$ cat config.mk
export PLATFORM = sky130hd
export DESIGN_NAME = uart_rx_core
export DESIGN_NICKNAME = d
export VERILOG_FILES = /design/src/rtl/uart_rx_pkg.sv /design/src/rtl/rx_frame_ctl.sv /design/src/rtl/rx_shift_reg.sv /design/src/rtl/rx_line_status.sv /design/src/rtl/uart_rx_core.sv
export SDC_FILE = /design/constraint.sdc
export NUM_CORES = 1
export LEC_CHECK = 0
export ABC_AREA = 1
export BUFFER_PORTS_ARGS = -buffer_cell sky130_fd_sc_hd__buf_2
export CORE_AREA = 2 2 70 72
export CTS_CLUSTER_SIZE = 40
export DETAILED_ROUTE_END_ITERATION = 6
export DIE_AREA = 0 0 72 74
export HOLD_SLACK_MARGIN = 0.08
export PLACE_DENSITY_LB_ADDON = 0.08
export SLEW_MARGIN = 20
export SYNTH_ARGS = -nofsm -noshare
export SYNTH_HDL_FRONTEND = slang
export SYNTH_SLANG_ARGS = --single-unit
$ cat constraint.sdc
create_clock -name clk -period 1.6 [get_ports clk]
set_input_delay 0.16 -clock clk [delete_from_list [all_inputs] [get_ports clk]]
set_output_delay 0.16 -clock clk [all_outputs]
set_load 0.05 [all_outputs]
$ cat src/rtl/uart_rx_pkg.sv
package uart_rx_pkg;

    localparam int DATA_W = 8;

    typedef struct packed {
        logic [1:0] len;
        logic       par_en;
        logic       par_odd;
    } rx_cfg_t;

    typedef enum logic [2:0] {
        ST_IDLE,
        ST_START,
        ST_DATA,
        ST_PAR,
        ST_STOP
    } rx_state_t;

    typedef enum logic [1:0] {
        SMP_NONE,
        SMP_DATA,
        SMP_PAR,
        SMP_STOP
    } smp_kind_t;

    typedef struct packed {
        smp_kind_t kind;
        logic      bit_val;
    } smp_t;

    typedef struct packed {
        logic framing;
        logic parity;
        logic overrun;
        logic ready;
    } rx_flags_t;

    function automatic logic [3:0] frame_bits(input logic [1:0] len);
        return 4'd5 + {2'b00, len};
    endfunction

    // Shift register fills from the top; move the character down to bit 0.
    function automatic logic [DATA_W-1:0] align_data(input logic [DATA_W-1:0] sr,
                                                     input logic [1:0] len);
        logic [2:0] sh;
        sh = 3'd3 - {1'b0, len};
        return sr >> sh;
    endfunction

    function automatic logic parity_bad(input logic [DATA_W-1:0] data,
                                        input logic pbit,
                                        input logic odd);
        return ((^data) ^ pbit) != odd;
    endfunction

endpackage

$ cat src/rtl/rx_frame_ctl.sv
module rx_frame_ctl
    import uart_rx_pkg::*;
#(
    parameter int TICKS_PER_BIT = 16,
    parameter int MAX_BITS      = 8
) (
    input  logic       clk,
    input  logic       rst,
    input  logic       tick,
    input  logic       rxd,
    input  logic [1:0] len,
    input  logic       par_en,
    output smp_t       smp
);
    localparam int CNT_W = $clog2(TICKS_PER_BIT);
    localparam int BIT_W = $clog2(MAX_BITS);
    localparam logic [CNT_W-1:0] CNT_MID = CNT_W'(TICKS_PER_BIT / 2 - 1);
    localparam logic [CNT_W-1:0] CNT_END = CNT_W'(TICKS_PER_BIT - 1);

    rx_state_t        state;
    logic [CNT_W-1:0] cnt;
    logic [BIT_W-1:0] bitn;
    logic             armed;
    logic [BIT_W-1:0] last_idx;
    logic             at_end;

    assign last_idx = BIT_W'(frame_bits(len) - 4'd1);
    assign at_end   = tick && (cnt == CNT_END);

    always_comb begin
        smp.bit_val = rxd;
        smp.kind    = SMP_NONE;
        if (at_end) begin
            case (state)
                ST_DATA: smp.kind = SMP_DATA;
                ST_PAR:  smp.kind = SMP_PAR;
                ST_STOP: smp.kind = SMP_STOP;
                default: smp.kind = SMP_NONE;
            endcase
        end
    end

    always_ff @(posedge clk) begin
        if (rst) begin
            state <= ST_IDLE;
            cnt   <= '0;
            bitn  <= '0;
            armed <= 1'b0;
        end else if (tick) begin
            case (state)
                ST_IDLE: begin
                    armed <= rxd;
                    cnt   <= '0;
                    if (armed && !rxd)
                        state <= ST_START;
                end
                ST_START: begin
                    if (cnt == CNT_MID) begin
                        cnt  <= '0;
                        bitn <= '0;
                        if (!rxd) begin
                            state <= ST_DATA;
                        end else begin
                            state <= ST_IDLE;
                            armed <= 1'b1;
                        end
                    end else begin
                        cnt <= cnt + 1'b1;
                    end
                end
                ST_DATA: begin
                    if (cnt == CNT_END) begin
                        cnt  <= '0;
                        bitn <= bitn + 1'b1;
                        if (bitn == last_idx)
                            state <= par_en ? ST_PAR : ST_STOP;
                    end else begin
                        cnt <= cnt + 1'b1;
                    end
                end
                ST_PAR: begin
                    if (cnt == CNT_END) begin
                        cnt   <= '0;
                        state <= ST_STOP;
                    end else begin
                        cnt <= cnt + 1'b1;
                    end
                end
                ST_STOP: begin
                    if (cnt == CNT_END) begin
                        cnt   <= '0;
                        armed <= rxd;
                        state <= ST_IDLE;
                    end else begin
                        cnt <= cnt + 1'b1;
                    end
                end
                default: state <= ST_IDLE;
            endcase
        end
    end
endmodule

$ cat src/rtl/rx_shift_reg.sv
module rx_shift_reg
    import uart_rx_pkg::*;
(
    input  logic              clk,
    input  logic              rst,
    input  smp_t              smp,
    input  logic [1:0]        len,
    output logic [DATA_W-1:0] data,
    output logic              par_bit
);
    logic [DATA_W-1:0] sr;

    always_ff @(posedge clk) begin
        if (rst) begin
            sr      <= '0;
            par_bit <= 1'b0;
        end else begin
            if (smp.kind == SMP_DATA)
                sr <= {smp.bit_val, sr[DATA_W-1:1]};
            if (smp.kind == SMP_PAR)
                par_bit <= smp.bit_val;
        end
    end

    assign data = align_data(sr, len);
endmodule

$ cat src/rtl/rx_line_status.sv
module rx_line_status
    import uart_rx_pkg::*;
(
    input  logic              clk,
    input  logic              rst,
    input  smp_t              smp,
    input  logic              par_en,
    input  logic              par_odd,
    input  logic [DATA_W-1:0] data_in,
    input  logic              par_bit,
    input  logic              rd_data,
    input  logic              rd_status,
    output logic [DATA_W-1:0] buf_q,
    output rx_flags_t         flags
);
    logic handoff;
    assign handoff = (smp.kind == SMP_STOP);

    always_ff @(posedge clk) begin
        if (rst) begin
            buf_q <= '0;
            flags <= '0;
        end else if (handoff) begin
            buf_q         <= data_in;
            flags.ready   <= 1'b1;
            flags.overrun <= (flags.overrun & ~rd_status) | (flags.ready & ~rd_data);
            flags.parity  <= (flags.parity & ~rd_status)
                             | (par_en & parity_bad(data_in, par_bit, par_odd));
            flags.framing <= (flags.framing & ~rd_status) | ~smp.bit_val;
        end else begin
            if (rd_data)
                flags.ready <= 1'b0;
            if (rd_status) begin
                flags.overrun <= 1'b0;
                flags.parity  <= 1'b0;
                flags.framing <= 1'b0;
            end
        end
    end
endmodule

$ cat src/rtl/uart_rx_core.sv
module uart_rx_core
    import uart_rx_pkg::*;
#(
    parameter int TICKS_PER_BIT = 16
) (
    input  logic       clk,
    input  logic       rst,
    input  logic       tick16,
    input  logic       rxd,
    input  logic [1:0] cfg_len,
    input  logic       cfg_par_en,
    input  logic       cfg_par_odd,
    input  logic       rd_data,
    input  logic       rd_status,
    output logic [7:0] rx_data,
    output logic       data_ready,
    output logic       overrun_err,
    output logic       parity_err,
    output logic       framing_err
);
    rx_cfg_t           cfg;
    smp_t              smp;
    logic [DATA_W-1:0] shift_data;
    logic              par_bit;
    rx_flags_t         flags;
    logic              handoff;

    assign cfg.len     = cfg_len;
    assign cfg.par_en  = cfg_par_en;
    assign cfg.par_odd = cfg_par_odd;
    assign handoff     = (smp.kind == SMP_STOP);

    rx_frame_ctl #(
        .TICKS_PER_BIT(TICKS_PER_BIT),
        .MAX_BITS     (DATA_W)
    ) u_ctl (
        .clk   (clk),
        .rst   (rst),
        .tick  (tick16),
        .rxd   (rxd),
        .len   (cfg.len),
        .par_en(cfg.par_en),
        .smp   (smp)
    );

    rx_shift_reg u_shift (
        .clk    (clk),
        .rst    (rst),
        .smp    (smp),
        .len    (cfg.len),
        .data   (shift_data),
        .par_bit(par_bit)
    );

    rx_line_status u_stat (
        .clk      (clk),
        .rst      (rst),
        .smp      (smp),
        .par_en   (cfg.par_en),
        .par_odd  (cfg.par_odd),
        .data_in  (shift_data),
        .par_bit  (par_bit),
        .rd_data  (rd_data),
        .rd_status(rd_status),
        .buf_q    (rx_data),
        .flags    (flags)
    );

    assign data_ready  = flags.ready;
    assign overrun_err = flags.overrun;
    assign parity_err  = flags.parity;
    assign framing_err = flags.framing;
endmodule

# Word-level counts from Yosys, hierarchy flattened
# Index checks and enable logic that the tools add are counted.
# word_totals
wordCells	86
out_inout_bits	12
register_bits	32
inputBits	10
# op_classes
n_shift	1
eq_ne	18
add_sub_neg	5
muxes	24
bitwise	12
n_reduce_logical	15
# op_table
cell	n
3-bit two-way mux	10
3-bit case mux with 5 select lines	1
4-bit two-way mux	3
2-bit by 1-bit != test with 1-bit output (second input constant)	6
4-bit case mux with 3 select lines	1
8-bit parity	1
8-bit by 3-bit >> shifter with 8-bit output	1
7-bit AND reduction	1
3-bit by 2-bit equality test with 1-bit output (second input constant)	2
2-bit case mux with 3 select lines	1
3-bit case mux with 2 select lines	1
2-bit nonzero test	3
3-bit nonzero test	2
1-bit AND	5
5-bit AND reduction	1
4-bit by 1-bit adder with 4-bit output (second input constant)	1
2-bit equality test (second input constant)	2
4-bit by 3-bit equality test with 1-bit output (second input constant)	1
4-bit equality test (second input constant)	1
1-bit two-way mux	4
2-bit two-way mux	2
4-bit AND reduction	1
3-bit by 1-bit adder with 3-bit output (second input constant)	1
3-bit by 2-bit adder with 3-bit output (first input constant)	1
17 further kinds	22

# Depth between registers and ports, before layout
# logic_depth
ltp_word	8
depth_mapped	13
mapped_depth_nobuf	12

# Modules after synthesis
# From an unflattened synthesis, not the netlist that was laid out.
# hier_totals
hier_cells	325
area_unflattened_um2	2039.5
# by_module_without_submodules
module	cells_per_inst	n_inst	area_each_um2
rx_frame_ctl	120	1	808.3
rx_line_status	108	1	669.4
rx_shift_reg	97	1	561.8

# Least setup slack after synthesis
# OpenSTA, ideal clock, no wires.
# synth_timing
path_type	reg2reg
startpoint	register u_ctl.cnt[0]
endpoint	register u_stat.flags[1] (netlist name)
period_less_slack_ns	1.508
stages_incl_launch_ff	11
setup_slack_ns	0.092
required_ns	1.532
t_arrival_ns	1.439
cell_sequence	dfxtp_1 -> ha_1 -> nand2_2 -> nor2_4 -> inv_2 -> nor2_4 -> inv_4 -> nor2_8 -> buf_8 -> nand3_2 -> a21oi_2
# synth_via
elab_chain_cells	5
elab_cells_between_ends	6
cone_classes	eq/ne (2); mux (2); reduce/logical (2)
# synth_rtl
item	line	rtl
start, declared	rx_frame_ctl.sv:21	logic [CNT_W-1:0] cnt;
start signal, assigned	rx_frame_ctl.sv:68	cnt <= cnt + 1'b1;
start signal, assigned	rx_frame_ctl.sv:78	cnt <= cnt + 1'b1;
start signal, assigned	rx_frame_ctl.sv:86	cnt <= cnt + 1'b1;
4-bit equality test (*)	rx_frame_ctl.sv:28	assign at_end = tick && (cnt == CNT_END);
1-bit logical AND (*)	rx_frame_ctl.sv:28	
2-bit two-way mux (*)	rx_frame_ctl.sv:33	if (at_end) begin
2-bit equality test (*)	rx_line_status.sv:17	assign handoff = (smp.kind == SMP_STOP);
4-bit two-way mux or 2-bit nonzero test (tied branches)	--	
# Mark *: on every way between the ends. The rest lies on a longest branch, timed or not.
# A chain may end at the register's enable or synchronous reset.

# Final worst setup path
# layout_timing
startpoint	register u_ctl.cnt[0]
endpoint	register u_stat.buf_q[2]
# layout_via
elab_chain_cells	4
# layout_rtl
item	line	rtl
4-bit equality test	rx_frame_ctl.sv:28	
1-bit logical AND	rx_frame_ctl.sv:28	
2-bit two-way mux	rx_frame_ctl.sv:33	
2-bit equality test	rx_line_status.sv:17	
end signal, assigned	rx_line_status.sv:24	buf_q <= data_in;
end, declared	rx_line_status.sv:13	output logic [DATA_W-1:0] buf_q,
# No other way between the ends.

==> metrics <==
die height=74 um; fin util=0.497; placer's final routability congestion estimate=0.839; I/O Pins=22; dpl cells=364; Max Cap Violations=0; Synth area leader=dfxtp_1; GRT overflow=0; largest net degree at the start of global routing=17; crit path DAT=1.74 ns; Hold Crit Class=input pin to flip-flop; Post-Syn Area=1950 um2; Internal Power=0.00131 W; multiplexer share of the synthesized area=0; status=complete, no violations; ranking of synthesized cells by area=dfxtp_1 (33%), nand2_1 (18%), nand3_1 (8.5%); clock sinks=32; number of global-route vias before repair=1727; Buf/Inv on CP=4; post-synthesis adder-cell area fraction=0.0129; Final Hold Fails=0; deepest clock path buffer count=2; Max Fclk=638 MHz; Post-synth top flop=dfxtp_1; Ys Warns=0; Synth Area per Inst=6.71 um2; Synthesized Nets=302; post-synthesis simple-gate area fraction=0.364; flops & latches, synth=32; DRC=0; endpoint class of the critical path=flip-flop; Initial Util=0.423; PnR Total Power=0.00192 W; post-cts hold buffer count=0; CP Data Required Time=1.77 ns; Post-synth EDFFs=0; routed length per instance=12.2 um; Pwr Density=841 nW/um2; CTS clk-pin slew, worst paths=0.07 ns; combinational family with the most area after synthesis=simple AND/OR/NAND/NOR gates; Max Slew Vio Count=0; xor/xnor share of the synthesized area=0.0180; maximum VDD drop=0.000418 V; CP Class=flip-flop to flip-flop; top-count cell post-synth=nand2_1; synth cell count leaders=nand2_1 (91), nand3_1 (33), dfxtp_1 (32); cells after synthesis=290; slowest CP cell=dfxtp_2; CTS tree=yes; CP max FO=7; dpl cell area=2120 um2; P_sw=0.000611 W; Slew @ Worst Pin=0.482 ns; RSZ-0062 raised after global routing=yes; first-pass iteration count of the detailed router=4; sw frac=0.318; Post-DP HPWL=3.38 mm; Comb power frac=0.216; # diodes=0; CP Cell Sequence=ha_4, nand2_4, nor2_4, inv_2, nor2_4, inv_4, nor2_8, buf_4, clkbuf_16, a211oi_1; Max-slew headroom=0.678; Distinct cells, synth=28; # port buffers=21; clock skew=0.00618 ns; sequential cell area fraction in the yosys report=0.329; area added between synthesis and finish=17.6%; asr flop ratio synth=0; Clk pwr share=0.342; drt via density=5.05; antenna-violating nets left=0; first-pass GRT wire length=7.77 mm; Pleak=1.10 nW; fin nets=334; Skew-Pair Late Insertion Delay=0.29 ns; final worst path period share=0.980; chip width=72 um; H-Tree Depth=2; cell mode on critical path=nor2_4; DR vias=1903; row cnt=25; Inserted Clock Buffers=5; GRT Resource Usage Total=0.190; initial antenna violation count=0; layout cells sized above 1=0.223; CP delay by family, top=simple AND/OR/NAND/NOR gates; Starting DRT DRC Count=49; Final min period=1.57 ns; Yosys top cell area share=0.329; root buf cell=clkbuf_8; final setup fails=0; Synth Area in Compound Gates=0.171; DIE AREA=5330 um2; final wirelength=4.61 mm; CP max stage delay=0.36 ns; Core Area=4600 um2; fin cells=377; sequential share of power=0.443; post-route cell area=2290 um2; Critical Path Source Type=flip-flop
==> worst paths after layout <==
path / start / end / slack [ns] / cells after the start
hold reg to reg: u_stat.flags[3] / u_stat.flags[3] / 0.48 / 2
hold / removal: rd_data / u_stat.flags[0] / 0.15 / 4
setup reg to reg: u_ctl.cnt[0] / u_stat.buf_q[2] / 0.03 / 10
setup / recovery: u_ctl.cnt[0] / u_stat.buf_q[2] / 0.03 / 10
==> registers in the layout, summed over array words and instances, names as in the netlist <==
signal	flops
u_ctl.armed	1
u_shift.par_bit	1
u_stat.buf_q	8
u_shift.sr	8
u_ctl.bitn	3
u_stat.flags	4
u_ctl.state	3
u_ctl.cnt	4
==> layout by cell type (no fill, tap or decap), drive strengths merged <==
cell / Yosys / final
a211oi: 5 / 5
a21oi: 32 / 32
buf: 8 / 35
clkbuf: 3 / 7
clkinv: 0 / 2
dfxtp: 32 / 32
ha: 2 / 2
inv: 29 / 29
nand2: 93 / 93
nand3: 37 / 37
nand4: 3 / 3
nor2: 18 / 18
nor3: 1 / 1
o21ai: 22 / 22
o22ai: 1 / 1
xnor2: 2 / 2
xor2: 2 / 2
==> power groups by stage <==
stage               Combinational, W  Clock (W)  Sequential (W)
floorplan                   0.000306          0        0.000863
global placement            0.000412          0        0.000865
detailed placement          0.000409          0        0.000866
CTS                         0.000410   0.000679        0.000847
global route                0.000472   0.000707        0.000855
finish                      0.000415   0.000657        0.000852
==> repair_timing <==
action / 4_1_cts / 5_1_grt
endpoints found under the setup margin: 0 / 20
buffers inserted: 0 / 4
hold endpoints to repair: 0 / 0
resized for setup: 0 / 7
==> worst register-to-register path, cell delays in order, from the launching register on <==
cell and delay, ns:
dfxtp_2 0.36, ha_4 0.15, nand2_4 0.06, nor2_4 0.14, inv_2 0.06, nor2_4 0.10, inv_4 0.07, nor2_8 0.17
buf_4 0.15, clkbuf_16 0.13, a211oi_1 0.06
==> cell type report <==
cell class	count	area (um2)
Fill cell	478	2310
Tap cell	54	67.6
Clock buffer	6	82.6
Inverter	29	114
Clock inverter	2	10.0
Timing Repair Buffer	36	248
Multi-Input combinational cell	218	1120
Sequential cell	32	644
==> per-stage QoR <==
step / setup TNS, ns / setup WS (ns) / hold slack (ns)
final: 0 / 0.0327 / 0.145
after global routing: -0.456 / -0.0765 / 0.159
after CTS: 0 / 0.0167 / 0.135
after detailed placement: 0 / 0.0392 / 0.443
after global placement: 0 / 0.0451 / 0.441
after floorplan: 0 / 0.0925 / 0.303
==> logic make-up after synthesis <==
kind of cell,count (synthesis)
xor gates and xnor gates,4
adders and majority gates,2
buffers and inverters,40
AOI/OAI and AO/OA,60
DFF,32
and+or+nand+nor,152
==> metal layers <==
layer / up-vias / global-route usage / wire [um]
li1: 1018 / - / -
met1: 845 / 0.230 / 2160
met2: 26 / 0.315 / 2190
met3: 14 / 0.0312 / 139
met4: 0 / 0.122 / 129
met5: - / 0 / 0
Note: power is estimated with default switching activity, not from simulation.
